===== src/rtl/fg_pkg.sv =====
package fg_pkg;
    localparam int DATA_W = 16;
    localparam int BYTE_W = 8;

    localparam int CF_B = 0;
    localparam int PF_B = 2;
    localparam int AF_B = 4;
    localparam int ZF_B = 6;
    localparam int SF_B = 7;
    localparam int TF_B = 8;
    localparam int IF_B = 9;
    localparam int DF_B = 10;
    localparam int OF_B = 11;

    localparam logic [DATA_W-1:0] FIXED_ONES = 16'hF002;

    typedef enum logic [1:0] {
        OPC_ADD   = 2'd0,
        OPC_SUB   = 2'd1,
        OPC_LOGIC = 2'd2,
        OPC_LOGX  = 2'd3
    } op_class_e;

    typedef struct packed {
        logic of_f;
        logic sf_f;
        logic zf_f;
        logic af_f;
        logic pf_f;
        logic cf_f;
    } status_t;

    // control vector order: [2]=DF, [1]=IF, [0]=TF
    typedef logic [2:0] ctrl_t;

    function automatic logic [DATA_W-1:0] pack_word(status_t s, ctrl_t c);
        logic [DATA_W-1:0] w;
        w        = FIXED_ONES;
        w[CF_B]  = s.cf_f;
        w[PF_B]  = s.pf_f;
        w[AF_B]  = s.af_f;
        w[ZF_B]  = s.zf_f;
        w[SF_B]  = s.sf_f;
        w[OF_B]  = s.of_f;
        w[TF_B]  = c[0];
        w[IF_B]  = c[1];
        w[DF_B]  = c[2];
        return w;
    endfunction
endpackage


===== src/rtl/fg_status_calc.sv =====
module fg_status_calc
    import fg_pkg::*;
#(
    parameter int W = DATA_W,
    parameter int BW = BYTE_W
) (
    input  op_class_e      op,
    input  logic           word,
    input  logic [W-1:0]   a,
    input  logic [W-1:0]   b,
    input  logic [W-1:0]   r,
    input  logic           cout,
    input  logic           af_prev,
    output status_t        nxt
);
    localparam int WMSB = W - 1;
    localparam int BMSB = BW - 1;

    logic a_top, b_top, r_top;
    logic zero_w, zero_b;
    logic add_ovf, sub_ovf;

    always_comb begin
        a_top   = word ? a[WMSB] : a[BMSB];
        b_top   = word ? b[WMSB] : b[BMSB];
        r_top   = word ? r[WMSB] : r[BMSB];
        zero_b  = (r[BMSB:0] == '0);
        zero_w  = (r == '0);
        add_ovf = (a_top == b_top) && (r_top != a_top);
        sub_ovf = (a_top != b_top) && (r_top != a_top);

        nxt.sf_f = r_top;
        nxt.zf_f = word ? zero_w : zero_b;
        nxt.pf_f = ~(^r[BMSB:0]);
        unique case (op)
            OPC_ADD: begin
                nxt.cf_f = cout;
                nxt.of_f = add_ovf;
                nxt.af_f = a[4] ^ b[4] ^ r[4];
            end
            OPC_SUB: begin
                nxt.cf_f = cout;
                nxt.of_f = sub_ovf;
                nxt.af_f = a[4] ^ b[4] ^ r[4];
            end
            default: begin
                nxt.cf_f = 1'b0;
                nxt.of_f = 1'b0;
                nxt.af_f = af_prev;
            end
        endcase
    end
endmodule


===== src/rtl/fg_ctrl_bank.sv =====
module fg_ctrl_bank #(
    parameter int N = 3
) (
    input  logic         clk,
    input  logic         rst,
    input  logic [N-1:0] set_v,
    input  logic [N-1:0] clr_v,
    output logic [N-1:0] q
);
    for (genvar i = 0; i < N; i++) begin : g_bit
        always_ff @(posedge clk) begin
            if (rst)
                q[i] <= 1'b0;
            else if (set_v[i])
                q[i] <= 1'b1;
            else if (clr_v[i])
                q[i] <= 1'b0;
        end
    end
endmodule


===== src/rtl/fg_step_gen.sv =====
module fg_step_gen #(
    parameter int STEP_W = 16
) (
    input  logic              dir_down,
    input  logic              word,
    output logic [STEP_W-1:0] step
);
    logic [STEP_W-1:0] mag;
    always_comb begin
        mag  = word ? STEP_W'(2) : STEP_W'(1);
        step = dir_down ? (~mag + STEP_W'(1)) : mag;
    end
endmodule


===== src/rtl/alu_flag_unit.sv =====
module alu_flag_unit
    import fg_pkg::*;
#(
    parameter int STEP_W = 16
) (
    input  logic              clk,
    input  logic              rst,
    input  logic              upd_en,
    input  logic [1:0]        op_class,
    input  logic              word_sel,
    input  logic [15:0]       opnd_a,
    input  logic [15:0]       opnd_b,
    input  logic [15:0]       alu_res,
    input  logic              alu_cout,
    input  logic              df_set,
    input  logic              df_clr,
    input  logic              if_set,
    input  logic              if_clr,
    input  logic              tf_set,
    input  logic              tf_clr,
    output logic [15:0]       flags_q,
    output logic [STEP_W-1:0] str_step
);
    status_t stat_q, stat_d;
    ctrl_t   ctrl_q;

    fg_status_calc u_calc (
        .op      (op_class_e'(op_class)),
        .word    (word_sel),
        .a       (opnd_a),
        .b       (opnd_b),
        .r       (alu_res),
        .cout    (alu_cout),
        .af_prev (stat_q.af_f),
        .nxt     (stat_d)
    );

    always_ff @(posedge clk) begin
        if (rst)
            stat_q <= '0;
        else if (upd_en)
            stat_q <= stat_d;
    end

    fg_ctrl_bank #(.N(3)) u_ctrl (
        .clk   (clk),
        .rst   (rst),
        .set_v ({df_set, if_set, tf_set}),
        .clr_v ({df_clr, if_clr, tf_clr}),
        .q     (ctrl_q)
    );

    fg_step_gen #(.STEP_W(STEP_W)) u_step (
        .dir_down (ctrl_q[2]),
        .word     (word_sel),
        .step     (str_step)
    );

    assign flags_q = pack_word(stat_q, ctrl_q);
endmodule


===== config.mk =====
export PLATFORM = sky130hd
export DESIGN_NAME = alu_flag_unit
export DESIGN_NICKNAME = d
export VERILOG_FILES = /design/src/rtl/fg_pkg.sv /design/src/rtl/fg_status_calc.sv /design/src/rtl/fg_ctrl_bank.sv /design/src/rtl/fg_step_gen.sv /design/src/rtl/alu_flag_unit.sv
export SDC_FILE = /design/constraint.sdc
export NUM_CORES = 1
export LEC_CHECK = 0
export CORE_MARGIN = 2
export CORE_UTILIZATION = 24
export CTS_BUF_LIST = sky130_fd_sc_hd__clkbuf_4
export DETAILED_ROUTE_END_ITERATION = 10
export PLACE_DENSITY = 0.79
export SLEW_MARGIN = 15
export SYNTH_ARGS = -nofsm -noshare
export SYNTH_HDL_FRONTEND = slang
export SYNTH_HIERARCHICAL = 1
export SYNTH_SLANG_ARGS = --single-unit

===== constraint.sdc =====
create_clock -name clk -period 1.1 [get_ports clk]
set_input_delay 0.22 -clock clk [delete_from_list [all_inputs] [get_ports clk]]
set_output_delay 0.22 -clock clk [all_outputs]
set_load 0.01 [all_outputs]

* Word-level counts from Yosys, hierarchy flattened *
Index checks and enable logic that the tools add are counted.

operators by class
  equal/unequal tests = 4
  multiplexer cells = 14
  add/sub/neg operators = 1
  bitwise operators = 4
  reduce and logical (&&, ||, !) cells = 11

operators by type and width
  operator               number
  $add 16x1->16 const B  1
  $logic_not 16->1       1
  $mux 16                1
  $not 16->16            1
  $mux 1                 11
  $logic_not 8->1        1
  $reduce_xor 8->1       1
  $reduce_bool 2->1      3
  $eq 2x1->1 const B     1
  $logic_and 1x1->1      2
  $logic_not 2->1        1
  $mux 2                 1
  $ne 1x1->1             2
  $pmux 1 s2             1
  $reduce_and 2->1       1
  $reduce_or 2->1        1
  $xor 1x1->1            2
  $eq 1x1->1             1
  $not 1->1              1

word-level totals
  register bits = 9
  bits of input ports = 61
  logic and storage cells = 43
  output and inout bits = 32

* Depth between registers and ports, before layout *
Gate-level depths: netlist (run 1).

  depth in word-level cells = 4
  mapped depth = 6
  depth with buffers taken out = 6

* Modules after synthesis *
The synthesis (run 1) kept the hierarchy.

by module, submodules not included
  module          cells each  times used  area an instance (µm²)
  alu_flag_unit   28          1           274.0
  fg_status_calc  34          1           247.7
  fg_step_gen     16          1           115.1
  fg_ctrl_bank    12          1           105.1

* Worst setup path after synthesis (run 1) *
No wires, ideal clock.

  kind = input-to-reg
  from = input port word_sel
  to = register stat_q, in the netlist flags_q[11]
  buffers on the path = 0
  setup time = 0.064 ns
  path slack = -0.064 ns
  required time = 1.036 ns
  data arrival time = 1.100 ns
  stages on the path = 5
  path through = mux2_4 or3_1 mux2i_1 mux2i_1 nor2_1

RTL lines
  what                  RTL line             text
  from (decl)           alu_flag_unit.sv:10  input logic word_sel,
  to (signal assigned)  alu_flag_unit.sv:42  stat_q <= stat_d;
  to (decl)             alu_flag_unit.sv:24  status_t stat_q, stat_d;

* Worst setup path in the final report (run 1) *
  from = register u_ctrl.q[2]
  to = output port str_step[1]

between the ends
  word-level cells in the longest chain between the ends = 1

ends and longest elaborated chain
  what                               RTL line             text
  from (decl)                        fg_ctrl_bank.sv:8    output logic [N-1:0] q
  from (signal, indexed assignment)  fg_ctrl_bank.sv:13   q[i] <= 1'b0;
  from (signal, indexed assignment)  fg_ctrl_bank.sv:15   q[i] <= 1'b1;
  from (signal, indexed assignment)  fg_ctrl_bank.sv:17   q[i] <= 1'b0;
  $mux 16                            fg_step_gen.sv:11    step = dir_down ? (~mag + STEP_W'(1)) : mag;
  to (decl)                          alu_flag_unit.sv:22  output logic [STEP_W-1:0] str_step

Every way passes these cells.

==> results of run 1 <==
[report_power, final]
| part | total, mW | switching, mW | internal (mW) |
|---|---|---|---|
| sequential | 0.361 | 0.0121 | 0.349 |
| combinational | 0.508 | 0.195 | 0.313 |
| clock | 0.275 | 0.111 | 0.164 |
[worst min path at each step]
stage                        to  slack [ns]  cells after the start        start
global placement    u_ctrl/q[0]        0.46                      2  u_ctrl/q[0]
CTS                  flags_q[6]        0.40                      5     word_sel
finish               flags_q[6]        0.41                      5     word_sel
global route         flags_q[6]        0.46                      5     word_sel
floorplan           u_ctrl/q[0]        0.29                      1          rst
detailed placement  u_ctrl/q[1]        0.47                      2  u_ctrl/q[1]
[state kept, by name, indices dropped and copies added (netlist names)]
name	count
u_ctrl/q	3
flags_q	6
[layer usage]
metal	vias up	global-route usage (%)	routed length (um)	part of all wire [%]
li1	369	-	-	-
met1	316	10.92	713	36
met2	33	20.25	1063	54
met3	0	5.895	204	10
met4	0	1.905	0	0
met5	-	0	0	0
[cell type report]
type | count | area share, %
Timing Repair Buffer | 72 | 47.65
Multi-Input combinational cell | 51 | 31.53
Sequential cell | 9 | 12.72
Inverter | 12 | 3.136
Tap cell | 33 | 2.875
Clock buffer | 4 | 2.091
[layout by cell type (no fill, tap or decap), types with 2 or more instances in the layout]
cell type and instances:
mux2i_1 8, nor2_1 6, clkdlybuf4s15_2 2, xnor2_1 3
buf_4 11, buf_6 16, conb_1 7, dlymetal6s2s_1 4
a21oi_1 3, clkbuf_2 5, inv_2 7, dfxtp_2 2
clkbuf_4 4, dlygate4sd2_1 13, dfxtp_1 7, xnor2_2 3
buf_2 3, clkdlybuf4s50_1 14, nand2b_1 3, ha_4 4
clkdlybuf4s15_1 2, nand2_1 2, inv_1 5
[metrics by stage]
stage | hold WS (ns) | setup slack (ns) | total power [mW] | TNS (ns) | area [um^2]
after global placement | 0.4591 | -0.6404 | 0.8265 | -5.372 | 1304
final | 0.4148 | -0.1491 | 1.144 | -1.287 | 1436
after detailed placement | 0.4665 | -0.7604 | 0.8366 | -5.715 | 1304
after global routing | 0.4614 | -0.2056 | 1.231 | -1.939 | 1436
after floorplan | 0.2891 | -0.06401 | 0.6051 | -0.06401 | 760.7
after CTS | 0.3988 | -0.1800 | 1.091 | -0.1844 | 1285
[what timing repair did]
| action | 4_1_cts | 5_1_grt |
|---|---|---|
| endpoints found under the setup margin | 30 | 28 |
| gates resized for setup | 117 | 43 |
| hold endpoints to repair | 0 | 0 |
| pin swaps | 12 | 7 |
| hold buffers | 0 | 0 |
| setup buffers | 0 | 3 |
[worst min-delay path, delay by kind of cell]
kind	cells	cell delay [ns]
simple gates	1	0.05
mux	1	0.12
compound gates	1	0.05
buf+inv	2	0.18
[logic make-up (layout without fill, tap and decap cells)]
| logic type | after synthesis | count (layout) | synth area share (%) |
|---|---|---|---|
| xor+xnor | 6 | 6 | 7.083 |
| fa+ha+maj | 4 | 4 | 6.746 |
| other cells | 2 | 7 | 1.012 |
| mux | 10 | 10 | 14.17 |
| simple gates | 19 | 19 | 13.49 |
| compound gates | 5 | 5 | 3.372 |
| buf+inv | 35 | 88 | 29.85 |
| flops | 9 | 9 | 24.28 |
==> results.sh, run 1 <==
export IMPL_die_area_um2=3552
export IMPL_postSynthCellCount=90
export IMPL_hpwl_mm=1.543
export IMPL_htreeDepth=1
export IMPL_drc=0
export IMPL_cap_violations=0
export IMPL_routedWlPerCell_um=10.94
export IMPL_outcome="finished with violations"
export IMPL_cp_end_kind="primary output"
export IMPL_core_um2=3003
export IMPL_path_clk_slew_ns=0.06
export IMPL_crit_family="flip-flops"
export IMPL_crit_chain="buf_12 -> or2_1 -> buf_2"
export IMPL_reg2reg_from="flags_q[4]"
export IMPL_drv_slew=0
export IMPL_cts_tree="built"
export IMPL_clockRootBuffer="clkbuf_4"
export IMPL_syn_avg_cell_area_um2=8.244
export IMPL_layout_min_cycle_time_ns=1.249
export IMPL_dr_pass1_iters=2
export IMPL_port_buffers=59
export IMPL_arrival_ns=1.03
export IMPL_cp_slowest_cell="dfxtp_2"
export IMPL_r2r_end="flags_q[4]"
export IMPL_grt_antenna_before_repair=0
export IMPL_r2r_slack_ns=0.36
export IMPL_pin_count=93
export IMPL_clock_path_buffers=2
export IMPL_post_place_cells=174
export IMPL_synthToLayoutAreaGrowth_pct=93.59
export IMPL_crit_fanout=4
export IMPL_cp_endpoint="str_step[1]"
export IMPL_vias_per_cell=3.967
export IMPL_synth_most_common_cell="buf_4"
export IMPL_postLayoutCoreUtil_pct=47.83
export IMPL_fmax_mhz=800.6
export IMPL_worstSetupStartpoint="u_ctrl/q[2]"
export IMPL_stdcell_count=181
export IMPL_num_rows=20
export IMPL_final_nets=214
export IMPL_grt_pass1_vias=680
export IMPL_die_x_um=59.60
export IMPL_multi_input_area_um2=452.9
export IMPL_initial_core_util_pct=24.71
export IMPL_drive_gt1_share_pct=43.24
export IMPL_gr_total_overflow=0
export IMPL_rr_worst_depth=4
export IMPL_synth_seq_area_share_pct=24.28
export IMPL_ys_ff_latch=9
export IMPL_postRouteAntennaNets=0
export IMPL_start_kind="flop"
export IMPL_synth_ff_type="dfxtp_1"
export IMPL_synth_top_area_share_pct=24.28
export IMPL_place_congestion=0.6544
export IMPL_p_leak_nw=0.7275
export IMPL_drt_iter0_markers=3
export IMPL_grt_pass1_wl_mm=2.911
export IMPL_clock_skew_ns=0
export IMPL_syn_area_um2=742.0
export IMPL_wl_mm=1.981
export IMPL_track_usage_pct=10.97
export IMPL_synth_edf_count=0
export IMPL_diodes=0
export IMPL_synth_cell_types=20
export IMPL_finalCritPeriodShare_pct=113.6
export IMPL_cp_depth=3
export IMPL_seqCellArea_um2=182.7
export IMPL_cts_sinks=9
export IMPL_slowest_delay_ns=0.33
export IMPL_vias=718
export IMPL_crit_type="flop to primary output"
export IMPL_yosys_area_top_type="dfxtp_1"
export IMPL_min_path_type="primary input to flop"
export IMPL_cts_buffers=3
export IMPL_worst_path_buf_inv=2
export IMPL_worstSkewPairLatency_ns=0.25
export IMPL_cp_required_ns=0.88
export IMPL_grt_max_degree=15
export IMPL_yosysWarnings=6
export IMPL_synth_area_leaders="dfxtp_1 24%, buf_4 22%, mux2i_1 12%"
export IMPL_synth_commonest_cells="22 x buf_4, 12 x inv_1, 9 x dfxtp_1, 9 x mux2i_1"
export IMPL_die_y_um=59.60
export IMPL_failed_checks="setup timing"
export IMPL_p_per_area_nw_per_um2=796.4
export IMPL_fillCellCount=292
export IMPL_grt_setup_unrepaired="yes"
export IMPL_hold_violations=0
export IMPL_timing_final_ws_setup_ns=-0.1491
export IMPL_setup_viol=14
export IMPL_ir_drop_mv=0.4702
export IMPL_synth_async_sr_flop_share_pct=0
(Power assumes the default switching activity.)
==> run 2: changes to the inputs <==
--- a/config.mk
+++ b/config.mk
@@ -9,7 +9,9 @@
 export CORE_UTILIZATION = 24
 export CTS_BUF_LIST = sky130_fd_sc_hd__clkbuf_4
 export DETAILED_ROUTE_END_ITERATION = 10
-export PLACE_DENSITY = 0.79
+export PLACE_DENSITY = 0.88
+export REMOVE_ABC_BUFFERS = 1
+export SETUP_SLACK_MARGIN = 0.05
 export SLEW_MARGIN = 15
 export SYNTH_ARGS = -nofsm -noshare
 export SYNTH_HDL_FRONTEND = slang
==> run 2 against run 1 <==
Net effect: the run still ends with setup timing left; clock-buffer cell count unchanged; worst hold slack better by 0.0035 ns; sequential share of layout area up 1.1 points; core utilization down 3.6 points; combinational power down 10%; clock skew unchanged; highest routed layer unchanged.
==> results.sh, run 2 (synthesis gave the netlist of run 1 again) <==
export IMPL_routedWlPerCell_um=10.86
export IMPL_cp_required_ns=0.88
export IMPL_arrival_ns=0.92
export IMPL_ir_drop_mv=0.4759
export IMPL_die_y_um=59.60
export IMPL_stdcell_count=178
export IMPL_worstSetupStartpoint="u_ctrl/q[2]"
export IMPL_gr_total_overflow=0
export IMPL_p_leak_nw=0.6854
export IMPL_timing_final_ws_setup_ns=-0.04498
export IMPL_cts_buffers=3
export IMPL_use_met2_pct=21.19
export IMPL_die_x_um=59.60
export IMPL_cts_sinks=9
export IMPL_track_usage_pct=11.20
export IMPL_cp_slowest_cell="dfxtp_2"
export IMPL_crit_chain="or2_1 -> buf_2"
export IMPL_path_clk_slew_ns=0.06
export IMPL_failed_checks="setup timing"
export IMPL_met1_usage_pct=12.12
export IMPL_crit_fanout=2
export IMPL_crit_type="flop to primary output"
export IMPL_num_rows=20
export IMPL_core_um2=3003
export IMPL_hold_violations=0
export IMPL_p_per_area_nw_per_um2=821.4
export IMPL_place_congestion=0.8126
export IMPL_final_common_cell="buf_2"
export IMPL_pin_count=93
export IMPL_gr_max_usage_layer="met2"
export IMPL_final_area_um2=1329
export IMPL_cts_tree="built"
export IMPL_postRouteAntennaNets=0
export IMPL_grt_max_degree=17
export IMPL_min_path_type="primary input to flop"
export IMPL_wl_mm=1.933
export IMPL_postLayoutCoreUtil_pct=44.25
export IMPL_grt_setup_unrepaired="yes"
export IMPL_met3_usage_pct=4.367
export IMPL_clock_path_buffers=2
export IMPL_post_place_cells=174
export IMPL_mostFrequentLayoutCells="20 x buf_2, 13 x dlygate4sd2_1, 11 x clkdlybuf4s50_1"
export IMPL_worst_path_buf_inv=1
export IMPL_start_kind="flop"
export IMPL_largest_reg_flops=6
export IMPL_dr_pass1_iters=2
export IMPL_die_area_um2=3552
export IMPL_drt_iter0_markers=8
export IMPL_hpwl_mm=1.582
export IMPL_layout_min_cycle_time_ns=1.145
export IMPL_setup_viol=1
export IMPL_diodes=0
export IMPL_grt_pass1_vias=700
export IMPL_finalCritPeriodShare_pct=104.1
export IMPL_grt_antenna_before_repair=0
export IMPL_outcome="finished with violations"
export IMPL_vias_per_cell=3.910
export IMPL_grt_pass1_wl_mm=2.973
export IMPL_crit_family="flip-flops"
export IMPL_slowest_delay_ns=0.33
export IMPL_hp_start="word_sel"
export IMPL_port_buffers=59
export IMPL_cp_end_kind="primary output"
export IMPL_dpl_instance_area_um2=1304
export IMPL_drive_gt1_share_pct=43.45
export IMPL_total_power_mw=1.091
export IMPL_initial_core_util_pct=24.71
export IMPL_synthToLayoutAreaGrowth_pct=79.09
export IMPL_clock_skew_ns=0
export IMPL_drc=0
export IMPL_htreeDepth=1
export IMPL_worstSkewPairLatency_ns=0.25
export IMPL_vias=696
export IMPL_final_nets=211
export IMPL_dp_slack_ns=-0.6759
export IMPL_drv_slew=0
export IMPL_cap_violations=0
export IMPL_reg2reg_from="u_ctrl/q[2]"
export IMPL_fillCellCount=321
export IMPL_clockRootBuffer="clkbuf_4"
export IMPL_fmax_mhz=873.4
run 2: cell count changes in the layout (fill, tap and decap cells not counted):
cell,change
clkdlybuf4s15_1,+4
buf_6,-12
dlymetal6s2s_1,-2
buf_2,+17
dfxtp_2,+1
clkdlybuf4s50_1,-3
dfxtp_1,-1
clkdlybuf4s15_2,-1
clkbuf_2,-5
buf_4,-1
run 2: final timing paths:
kind / cells after the start / endpoint / slack (ns)
worst max-delay path: 2 / str_step[1] / -0.04
worst min-delay path: 5 / flags_q[6] / 0.42
worst max register to register: 3 / u_ctrl/q[2] / 0.35
worst min register to register: 2 / u_ctrl/q[0] / 0.47
run 2: layer usage:
metal | up-vias | part of all wire, %
met1 | 308 | 39
met2 | 22 | 56
met4 | 0 | 0
met5 | - | 0
li1 | 366 | -
met3 | 0 | 5.3
run 2: report_power, final:
group / internal, mW / total (mW) / leakage (nW) / switching [mW]
sequential: 0.349 / 0.361 / 0.0752 / 0.0117
combinational: 0.270 / 0.455 / 0.592 / 0.186
clock: 0.164 / 0.275 / 0.0184 / 0.111
total: 0.783 / 1.09 / 0.685 / 0.308
run 2: final cells by class:
type | count | area, um^2 | area share, %
timing repair buffer | 69 | 575.6 | 43.31
multi-input combinational | 51 | 452.9 | 34.09
sequential | 9 | 183.9 | 13.84
inverter | 12 | 45.04 | 3.390
tap | 33 | 41.29 | 3.107
clock buffer | 4 | 30.03 | 2.260
run 2: timing repair:
action,4_1_cts,5_1_grt
pin swaps,20,14
gates resized for setup,147,17
endpoints found under the setup margin,30,24
setup buffers,0,0
hold buffers,0,0
run 2: metrics by stage:
step	hold WS [ns]	TNS, ns
3_5_place_dp	0.4656	-5.774
4_1_cts	0.4220	-0.1265
6_report	0.4184	-0.04498
3_3_place_gp	0.4549	-5.538
2_1_floorplan	0.2891	-6.854
5_1_grt	0.4374	-0.5675
run 2: worst reg2reg max path, stage by stage (launching register included):
cell	delay [ns]
dfxtp_2	0.35
buf_12	0.14
nand2b_1	0.06
a21oi_1	0.13
==> run 3: changes to the inputs <==
--- a/config.mk
+++ b/config.mk
@@ -5,7 +5,7 @@
 export SDC_FILE = /design/constraint.sdc
 export NUM_CORES = 1
 export LEC_CHECK = 0
-export CORE_MARGIN = 2
+export CAP_MARGIN = 20
 export CORE_UTILIZATION = 24
 export CTS_BUF_LIST = sky130_fd_sc_hd__clkbuf_4
 export DETAILED_ROUTE_END_ITERATION = 10
==> run 3 against run 2 <==
Net effect: the run ends with DRC, setup timing left; sequential cell count did not move; design area rose by 9.8%; via count increased by 9.3%; maximum frequency is 4.8% lower; clock power shrank 4%; critical path type unchanged.
==> results.sh, run 3 (synthesis gave the netlist of run 1 again) <==
export IMPL_grt_pass1_wl_mm=3.063
export IMPL_drv_slew=0
export IMPL_mostFrequentLayoutCells="18 x buf_6, 15 x dlygate4sd2_1, 13 x buf_2"
export IMPL_timing_final_ws_setup_ns=-0.1024
export IMPL_multi_input_area_um2=441.7
export IMPL_core_um2=2853
export IMPL_final_nets=217
export IMPL_grt_pass1_vias=744
export IMPL_num_rows=19
export IMPL_grt_setup_unrepaired="yes"
export IMPL_die_x_um=57.60
export IMPL_die_area_um2=3318
export IMPL_crit_fanout=7
export IMPL_die_y_um=57.60
export IMPL_crit_type="flop to primary output"
export IMPL_htreeDepth=1
export IMPL_p_leak_nw=0.7436
export IMPL_stdcell_count=182
export IMPL_port_buffers=59
export IMPL_ir_drop_mv=0.4427
export IMPL_gr_total_overflow=0
export IMPL_min_path_type="primary input to flop"
export IMPL_seqCellArea_um2=191.4
export IMPL_initial_core_util_pct=26.01
export IMPL_cp_end_kind="primary output"
export IMPL_cp_required_ns=0.88
export IMPL_worstSkewPairLatency_ns=0.26
export IMPL_post_place_cells=171
export IMPL_cts_sinks=9
export IMPL_failed_checks="DRC, setup timing"
export IMPL_final_area_um2=1459
export IMPL_pin_count=93
export IMPL_largest_reg_flops=6
export IMPL_cts_buffers=3
export IMPL_fillCellCount=282
export IMPL_cts_tree="built"
export IMPL_whs_ns=0.3993
export IMPL_wl_mm=2.247
export IMPL_path_clk_slew_ns=0.07
export IMPL_layout_min_cycle_time_ns=1.202
export IMPL_final_common_cell="buf_6"
export IMPL_drive_gt1_share_pct=47.02
export IMPL_hpwl_mm=1.691
export IMPL_cap_violations=0
export IMPL_clockRootBuffer="clkbuf_4"
export IMPL_clock_skew_ns=0
export IMPL_grt_max_degree=15
export IMPL_start_kind="flop"
export IMPL_diodes=0
export IMPL_total_power_mw=1.152
export IMPL_setup_viol=16
export IMPL_hold_violations=0
export IMPL_grt_antenna_before_repair=0
export IMPL_postRouteAntennaNets=0
export IMPL_track_usage_pct=12.33
export IMPL_routedWlPerCell_um=12.35
export IMPL_vias_per_cell=4.181
export IMPL_vias=761
export IMPL_dr_pass1_iters=6
export IMPL_dpl_instance_area_um2=1306
export IMPL_fmax_mhz=831.7
export IMPL_drt_iter0_markers=9
export IMPL_place_congestion=0.6846
export IMPL_clock_path_buffers=2
export IMPL_synthToLayoutAreaGrowth_pct=96.63
export IMPL_finalCritPeriodShare_pct=109.3
export IMPL_arrival_ns=0.98
export IMPL_ctsHoldBuffers=0
export IMPL_outcome="finished with violations"
export IMPL_drc=3
export IMPL_p_per_area_nw_per_um2=790.0
-- run 3: cell types whose count changed in the layout (fill, tap and decap cells not counted), sizes merged --
| cell | previous run | this run |
|---|---|---|
| buf | 36 | 42 |
| clkdlybuf4s15 | 7 | 4 |
| dlygate4sd2 | 13 | 15 |
| clkinv | 0 | 1 |
-- run 3: worst max-delay path, cell delays in order (launching register included) --
cell and delay [ns]:
dfxtp_4 0.36, buf_12 0.13, buf_6 0.11, buf_6 0.11
-- run 3: report_power, final --
part           internal, mW  total, mW  switching, mW
clock network         0.134      0.264          0.129
registers             0.350      0.364         0.0134
logic                 0.323      0.525          0.202
total                 0.807       1.15          0.345
-- run 3: cell type report --
cell class	instances	area share [%]
well taps	31	2.659
clock inverters	1	0.3431
flip-flops and latches	9	13.12
clock buffers	3	1.544
inverters	12	3.087
multi-input cells	51	30.27
repair buffers	75	48.97
-- run 3: final timing paths --
check	from	end	slack (ns)	cells past startpoint
max reg2reg	u_ctrl/q[2]	u_ctrl/q[2]	0.25	4
min reg2reg	u_ctrl/q[1]	u_ctrl/q[1]	0.47	2
min	word_sel	flags_q[6]	0.40	5
max	u_ctrl/q[2]	str_step[2]	-0.10	3
-- run 3: stage by stage --
step | util [%] | setup slack (ns) | TNS (ns)
6_report | 51.14 | -0.1024 | -0.8303
4_1_cts | 47.85 | -0.1230 | -0.6339
3_3_place_gp | 45.79 | -0.6891 | -5.422
3_5_place_dp | 45.79 | -0.7229 | -5.815
2_1_floorplan | - | -0.6439 | -6.854
5_1_grt | 51.14 | -0.1324 | -1.366
-- run 3: layer usage --
metal	wire, um	GRT usage, %	share of wire, %	vias to the layer above
met2	1253	25.08	56	24
li1	-	-	-	376
met5	0	0	0	-
met4	21	4.878	0.93	0
met1	843	11.05	38	359
met3	129	3.628	5.7	2
-- run 3: what timing repair did --
action	in CTS	in global routing
resized for setup	147	32
cloned	0	1
buffers inserted	4	2
setup endpoints to repair	30	25
pin swaps	20	14
